[src/rtl/gpio_bank_cfg.sv]
module gpio_bank_cfg #(
  parameter int NUM_PINS  = 8,
  parameter int ADDR_W    = 10,
  parameter logic [ADDR_W-1:0] BASE_ADDR = 10'h150
) (
  input  logic                  clk,
  input  logic                  rst_n,
  input  logic [ADDR_W-1:0]     host_addr,
  input  logic [7:0]            host_wdata,
  input  logic                  host_wr,
  input  logic                  host_rd,
  output logic [7:0]            host_rdata,
  input  logic [NUM_PINS-1:0]   pad_in,
  output logic [NUM_PINS-1:0]   pad_oe,
  output logic [NUM_PINS-1:0]   pad_out,
  output logic [NUM_PINS-1:0]   pin_level,
  output logic [3*NUM_PINS-1:0] vsrc_sel,
  output logic [NUM_PINS-1:0]   pin_enable,
  output logic [3*NUM_PINS-1:0] bias_code,
  output logic [2*NUM_PINS-1:0] drive_str,
  output logic [3*NUM_PINS-1:0] func_sel
);
  localparam int IDX_W  = (NUM_PINS > 1) ? $clog2(NUM_PINS) : 1;
  localparam int NBANKS = 6;

  logic [3:0] cfg [NUM_PINS][8];
  logic [2:0] ptr [NUM_PINS];

  logic [ADDR_W-1:0] offs;
  logic [IDX_W-1:0]  sel;
  logic              hit;
  logic [2:0]        wbank;
  logic [2:0]        rbank;

  assign offs  = host_addr - BASE_ADDR;
  assign sel   = offs[IDX_W-1:0];
  assign hit   = (host_addr >= BASE_ADDR) && (offs < ADDR_W'(NUM_PINS));
  assign wbank = host_wdata[6:4];
  assign rbank = ptr[sel];

  always_ff @(posedge clk or negedge rst_n) begin
    if (!rst_n) begin
      for (int p = 0; p < NUM_PINS; p++) begin
        ptr[p] <= '0;
        for (int b = 0; b < 8; b++) cfg[p][b] <= '0;
      end
      host_rdata <= '0;
    end else begin
      if (host_wr && hit) begin
        ptr[sel] <= wbank;
        if (host_wdata[7] && (int'(wbank) < NBANKS))
          cfg[sel][wbank] <= host_wdata[3:0];
      end
      if (host_rd)
        host_rdata <= (hit && (int'(rbank) < NBANKS)) ? {4'b0, cfg[sel][rbank]} : 8'h00;
    end
  end

  for (genvar g = 0; g < NUM_PINS; g++) begin : g_pin
    logic [1:0] mode;
    logic       od, lvl, dis, inv, drive, lvl_eff;

    assign mode    = cfg[g][1][3:2];
    assign od      = cfg[g][1][1];
    assign lvl     = cfg[g][1][0];
    assign dis     = cfg[g][3][0];
    assign inv     = ~cfg[g][5][3];
    assign drive   = (mode == 2'd1 || mode == 2'd2) && !dis && (cfg[g][3][3:2] != 2'd0);
    assign lvl_eff = lvl ^ inv;

    assign pad_oe[g]    = drive && (!od || !lvl_eff);
    assign pad_out[g]   = drive && !od && lvl_eff;
    assign pin_level[g] = pad_in[g] ^ inv;

    assign vsrc_sel[3*g +: 3]  = cfg[g][0][3:1];
    assign pin_enable[g]       = cfg[g][0][0];
    assign bias_code[3*g +: 3] = cfg[g][2][3:1];
    assign drive_str[2*g +: 2] = cfg[g][3][3:2];
    assign func_sel[3*g +: 3]  = cfg[g][4][3:1];

    a_r9_tristate_wins: assert property (@(posedge clk) disable iff (!rst_n)
      cfg[g][3][0] |-> !pad_oe[g]);
    a_r7_od_never_high: assert property (@(posedge clk) disable iff (!rst_n)
      cfg[g][1][1] |-> !pad_out[g]);
    a_r6_off_mode_idle: assert property (@(posedge clk) disable iff (!rst_n)
      (cfg[g][1][3:2] == 2'd3 || cfg[g][1][3:2] == 2'd0) |-> !pad_oe[g]);
  end

  a_r3_select_only: assert property (@(posedge clk) disable iff (!rst_n)
    (host_wr && !host_wdata[7]) |=> ($stable(pad_oe) && $stable(pad_out)));
  a_r4_rdata_hold: assert property (@(posedge clk) disable iff (!rst_n)
    !host_rd |=> $stable(host_rdata));
  a_r4_unmapped_zero: assert property (@(posedge clk) disable iff (!rst_n)
    (host_rd && !hit) |=> (host_rdata == 8'h00));
endmodule

[config.mk]
export PLATFORM = sky130hd
export DESIGN_NAME = gpio_bank_cfg
export DESIGN_NICKNAME = d
export VERILOG_FILES = /design/src/rtl/gpio_bank_cfg.sv
export SDC_FILE = /design/constraint.sdc
export NUM_CORES = 1
export LEC_CHECK = 0
export ABC_AREA = 1
export BUFFER_PORTS_ARGS = -buffer_cell sky130_fd_sc_hd__buf_2
export CORE_UTILIZATION = 47
export CTS_BUF_LIST = sky130_fd_sc_hd__clkbuf_16
export DETAILED_ROUTE_END_ITERATION = 7
export PLACE_DENSITY = 0.65
export SYNTH_ARGS = -nofsm -noshare
export SYNTH_HDL_FRONTEND = slang
export SYNTH_SLANG_ARGS = --single-unit
[constraint.sdc]
create_clock -name clk -period 1.6 [get_ports clk]
set_input_delay 0 -clock clk [delete_from_list [all_inputs] [get_ports clk]]
set_output_delay 0 -clock clk [all_outputs]
set_load 0.03 [all_outputs]
* Word level (Yosys, flattened, before mapping) *
Cells that the tools add are included.

storage, ports and cells
  latch bits = 0
  bits of input ports = 30
  memories kept = 0
  register bits = 288
  logic and storage cells = 239
  RAM bits = 0
  bits in read-only memories = 0

operators by class
  div/mod/pow operators = 0
  shifts and indexed selects = 0
  order comparisons = 9
  $mul = 0
  bitwise operators = 27
  reduce and logical (&&, ||, !) cells = 95
  equal/unequal tests = 16
  mux-type cells = 18
  add/subtract/negate cells = 1

operators by type and width
  cell                     number
  $bwmux W256              1
  $bmux W32 S3             1
  $demux W32 S3            1
  $mux W32                 3
  $logic_and A1 B1 Y1      46
  $bwmux W24               1
  $logic_not A1 Y1         24
  $eq A2 B1 Y1 const B     8
  $eq A2 B2 Y1 const B     8
  $logic_or A1 B1 Y1       16
  $mux W4                  4
  $reduce_bool A2 Y1       8
  $xor A1 B1 Y1            16
  $bmux W4 S3              1
  $demux W4 S3             1
  $ge A4 B4 Y1 const B     3
  $not A3 Y4               3
  $ge A10 B9 Y1 const B    1
  $lt A10 B4 Y1 const B    1
  $sub A10 B9 Y10 const B  1
  $bmux W3 S3              1
  $demux W3 S3             1
  $mux W3                  3
  $lt A4 B1 Y1 const B     2
  3 further kinds          11

* Depth between registers and ports, before layout *
  depth after elaboration = 10
  gate-level depth with buffers = 14

* Least setup slack after synthesis *
Ideal clock, no wire load.

  path type = input-to-reg
  start point = input host_addr[2]
  end point = register host_rdata[2]
  cell stages on the path = 12
  arrival = 1.204 ns
  slack = 0.279 ns
  data required time = 1.483 ns
  path buffers = 2
  library setup time = 0.117 ns
  cell sequence = buf_2 > nand2_1 > clkinv_1 > nand3_1 > nand2_1 > nor2_1 > buf_4 > nand3_1 > nand3_1 > nand2_1 > nand2_1 > nand2_1

on the way
  word-level cells in the longest chain between the ends = 10

ends and longest elaborated chain
  what                                         line    source
  from (decl)                                  8       input logic [ADDR_W-1:0] host_addr,
  $sub A10 B9 Y10                              35      assign offs = host_addr - BASE_ADDR;
  $not A3 Y4 (not written as such)             39, 55
  $bmux W3 S3                                  39      assign rbank = ptr[sel];
  $mux W3 (not written as such) (2 in series)  39
  $not A3 Y4 (not written as such)             55      host_rdata <= (hit && (int'(rbank) < NBANKS)) ? {4'b0, cfg[sel][rbank]} : 8'h00;
  $bmux W4 S3                                  55
  $mux W4 (not written as such) (2 in series)  55
  $mux W4 (*)                                  55
  to (signal assigned)                         55
  to (decl)                                    12      output logic [7:0] host_rdata,

Every way passes the cells marked *; elsewhere a longest branch is shown, timed or not. The select of a mux whose other input is x is not followed.
A chain may end at the register's enable or synchronous reset.

* Final worst setup path *
  start point = register cfg[123] (netlist bit)
  end point = output pad_out[4]

on the way
  word-level cells in the longest chain between the ends = 6

ends and longest elaborated chain
  what                                          line  source
  from (decl)                                   26    logic [3:0] cfg [NUM_PINS][8];
  from (signal, indexed assignment)             52    cfg[sel][wbank] <= host_wdata[3:0];
  $eq A2 B1 Y1 or $eq A2 B2 Y1 (tied branches)  68    assign drive = (mode == 2'd1 || mode == 2'd2) && !dis && (cfg[g][3][3:2] != 2'd0);
  $logic_or A1 B1 Y1 (*)                        68
  $logic_and A1 B1 Y1 (*) (2 in series)         68
  $logic_and A1 B1 Y1 (*) (2 in series)         72    assign pad_out[g] = drive && !od && lvl_eff;
  to (decl)                                     15    output logic [NUM_PINS-1:0] pad_out,

Every way passes the cells marked *; elsewhere a longest branch is shown, timed or not.

==> metrics.yaml <==
sta:
  relSlewSlack_pct: 59.8
  worst_slack_ps: -117
  finalSetupTns_ps: -607
  whs_ps: 2.89
  rsz0062_at_grt: "yes"
  worst_pin_slew_ps: 596
  setup_violations: 12
  timing.final.max_slew_violations: 0
  fin_crit_sh_pct: 107
  finalHoldViolations: 0
  fin_crit_ps: 1720
  fmax_mhz: 583
  skew_ps: 4.57
global_route:
  grt_first_pass_wirelength_mm: 54.3
  grt_pass1_vias: 9863
  grt_max_degree: 61
  track_usage_pct: 28.4
  antenna_found_initial: 0
  grt-ovfl-total: 0
floorplanning:
  pin_count: 158
  initial_core_util_pct: 48.4
  die_y_um: 158
  rows: 56
  die_x_um: 158
  design.die.area_sq_um: 25100
  core_sq_um: 23800
critical_path:
  slowest_delay_ps: 390
  path_cells: "xnor2_1 > nor3_2 > nand2_1 > nor2_2 > buf_6"
  path_class: "reg -> out"
  cp.required_ps: 1600
  reg2reg_setup_slack_ps: 140
  cp-end-kind: "output pin"
  cp_top_family: "simple AND/OR/NAND/NOR gates"
  arrival_ps: 1720
  crit_path_start_kind: "register"
  crit_fanout: 2
  cp_num_buf_inv: 1
  slowest_stage: "dfrtp_1"
clock_network:
  insertion_delay_ps: 530
  cts_tree: "done"
  htreeDepth: 1
  clock-root-buffer: "clkbuf_16"
  cts.sinks: 220
  clockBufferDepth: 3
  clk_pin_slew_ps: 60
  cts_buffers: 25
place:
  placed_cells: 1900
  dp_hpwl_mm: 23.6
  routabilityCongestion: 0.964
  placed_area_sq_um: 12400
  dp_slack_ps: -102
  port_buffers: 153
status:
  status: "complete, but fails checks"
  violations: "setup timing"
yosys:
  synth_top_cell_area_share_pct: 47.9
  yosysSeqAreaShare_pct: 47.9
  synth_area_per_cell_sq_um: 7.58
  synth_area_leaders: "dfrtp_1, nand2_1, o21ai_0"
  netlist_area_sq_um: 11500
  ys_warn_count: 0
  ys_ff_latch: 220
  synth_largest_area_cell: "dfrtp_1"
  syn-instance-count: 1515
  synth_cell_types: 27
power_and_ir_drop:
  total_leakage_power_nw: 6.71
  p_sw_share_pct: 24.9
  clockPowerShare_pct: 45.9
  finalPower_mw: 12.3
  p_per_area_nw_per_um2: 893
  seq_power_share_pct: 45.5
  p_switching_mw: 3.06
  power_frac_comb_pct: 8.6
  intPower_mw: 9.22
  vdd_drop_max_mv: 0.597
routing:
  dr.pass1.iters: 5
  wl_mm: 34.3
  viasPerCell: 5.21
  wire_per_inst_um: 17.4
  drc: 0
  postRouteAntennaNets: 0
  drt_iter0_drc: 703
  via_count: 10309
layout:
  area_growth_pct: 19.8
  fin_nets: 1670
  stdcell_area_sq_um: 13800
  drive_gt1_share_pct: 20.7
  finish.utilization_pct: 57.9
  fin_cells: 1977
  n_antenna_cell: 0
run:
  maxCapViolCount: 0
hold_path:
  worstHoldPathType: "in -> reg"
## cells in the final DEF, fill, tap and decap left out, types with 9 or more instances in the layout
cell / Yosys / final
inv_1: 83 / 89
nor2_1: 67 / 57
nor2_2: 6 / 14
buf_6: 0 / 15
dfrtp_1: 220 / 219
nor3_2: 1 / 9
nand3_1: 136 / 118
buf_4: 106 / 77
nand2_1: 552 / 544
xnor2_1: 16 / 16
clkbuf_16: 0 / 25
buf_12: 0 / 18
buf_2: 15 / 136
o21ai_0: 237 / 237
nand3_2: 0 / 18
## routing by layer
metal | track usage (%) | vias to the layer above | wire length [um]
met3 | 3.35 | 69 | 1940
met2 | 46.9 | 361 | 16400
li1 | - | 5018 | -
met1 | 38.8 | 4861 | 14900
met5 | 0 | - | 0
met4 | 9.11 | 0 | 1140
## final timing paths
kind                                       from                        end  cells after the start
max                        cfg[123]$_DFFE_PN0P_                 pad_out[4]                      5
min                               host_wdata[3]   vsrc_sel[23]$_DFFE_PN0P_                      4
max reg2reg                  ptr[3]$_DFFE_PN0P_  host_rdata[0]$_DFFE_PN0P_                     12
min reg2reg                cfg[113]$_DFFE_PN0P_       cfg[113]$_DFFE_PN0P_                      2
max in group asynchronous                 rst_n       cfg[108]$_DFFE_PN0P_                      3
min in group asynchronous                 rst_n  bias_code[18]$_DFFE_PN0P_                      3
## cell usage after synthesis
library cell	n
buf_1	7
nand2_1	552
conb_1	1
nor2_1	67
nand3_1	136
inv_1	83
clkinv_1	3
inv_2	1
o21ai_1	1
o211ai_1	1
nor3_1	9
nor2_2	6
nor3_2	1
o31ai_1	1
buf_2	15
nand4_1	1
o22ai_1	3
dfrtp_1	220
o21ai_0	237
buf_4	106
nor4_2	1
nand3b_1	1
clkbuf_1	32
xnor2_1	16
xor2_1	8
nor3_4	4
a21oi_1	2
## flip-flops by register name, indices dropped and copies added, names as in the netlist
name / flops
cfg: 96
bias_code: 24
func_sel: 24
ptr: 24
vsrc_sel: 24
drive_str: 16
pin_enable: 8
host_rdata: 4
## area by class of cell
class / instances / area (sq um)
Clock buffer: 25 / 626
Clock inverter: 20 / 169
Fill cell: 2212 / 9990
Inverter: 87 / 327
Multi-Input combinational cell: 1051 / 4850
Sequential cell: 220 / 5510
Tap cell: 319 / 399
Timing Repair Buffer: 255 / 1880
## cell families after synthesis
family          count (synthesis)  share of synthesized area [%]
compound gates                245                           10.8
xor+xnor                       24                           1.83
buf+inv                       247                           11.7
flops                         220                           47.9
other cells                     1                         0.0326
simple gates                  778                           27.8
## timing repair
action                                  4_1_cts  5_1_grt
buffers inserted                             14        9
hold endpoints to repair                    257        0
resized for setup                            48       31
endpoints found under the setup margin       16       75
cloned                                        0        0
pin swaps                                     2        8
hold buffers                                  9        0
## power by group through the flow
stage	logic, mW	registers [mW]	clock network (mW)
after CTS	1.04	5.59	5.71
after detailed placement	1.02	5.69	0
after floorplan	0.492	5.69	0
after global placement	1.01	5.69	0
final	1.05	5.59	5.64
after global routing	1.15	5.59	5.94
## tightest hold or removal path, cell delays in order
cell	delay, ps
buf_2	70
inv_1	50
buf_12	200
o21ai_0	170
Power figures use the tool's default switching activity.
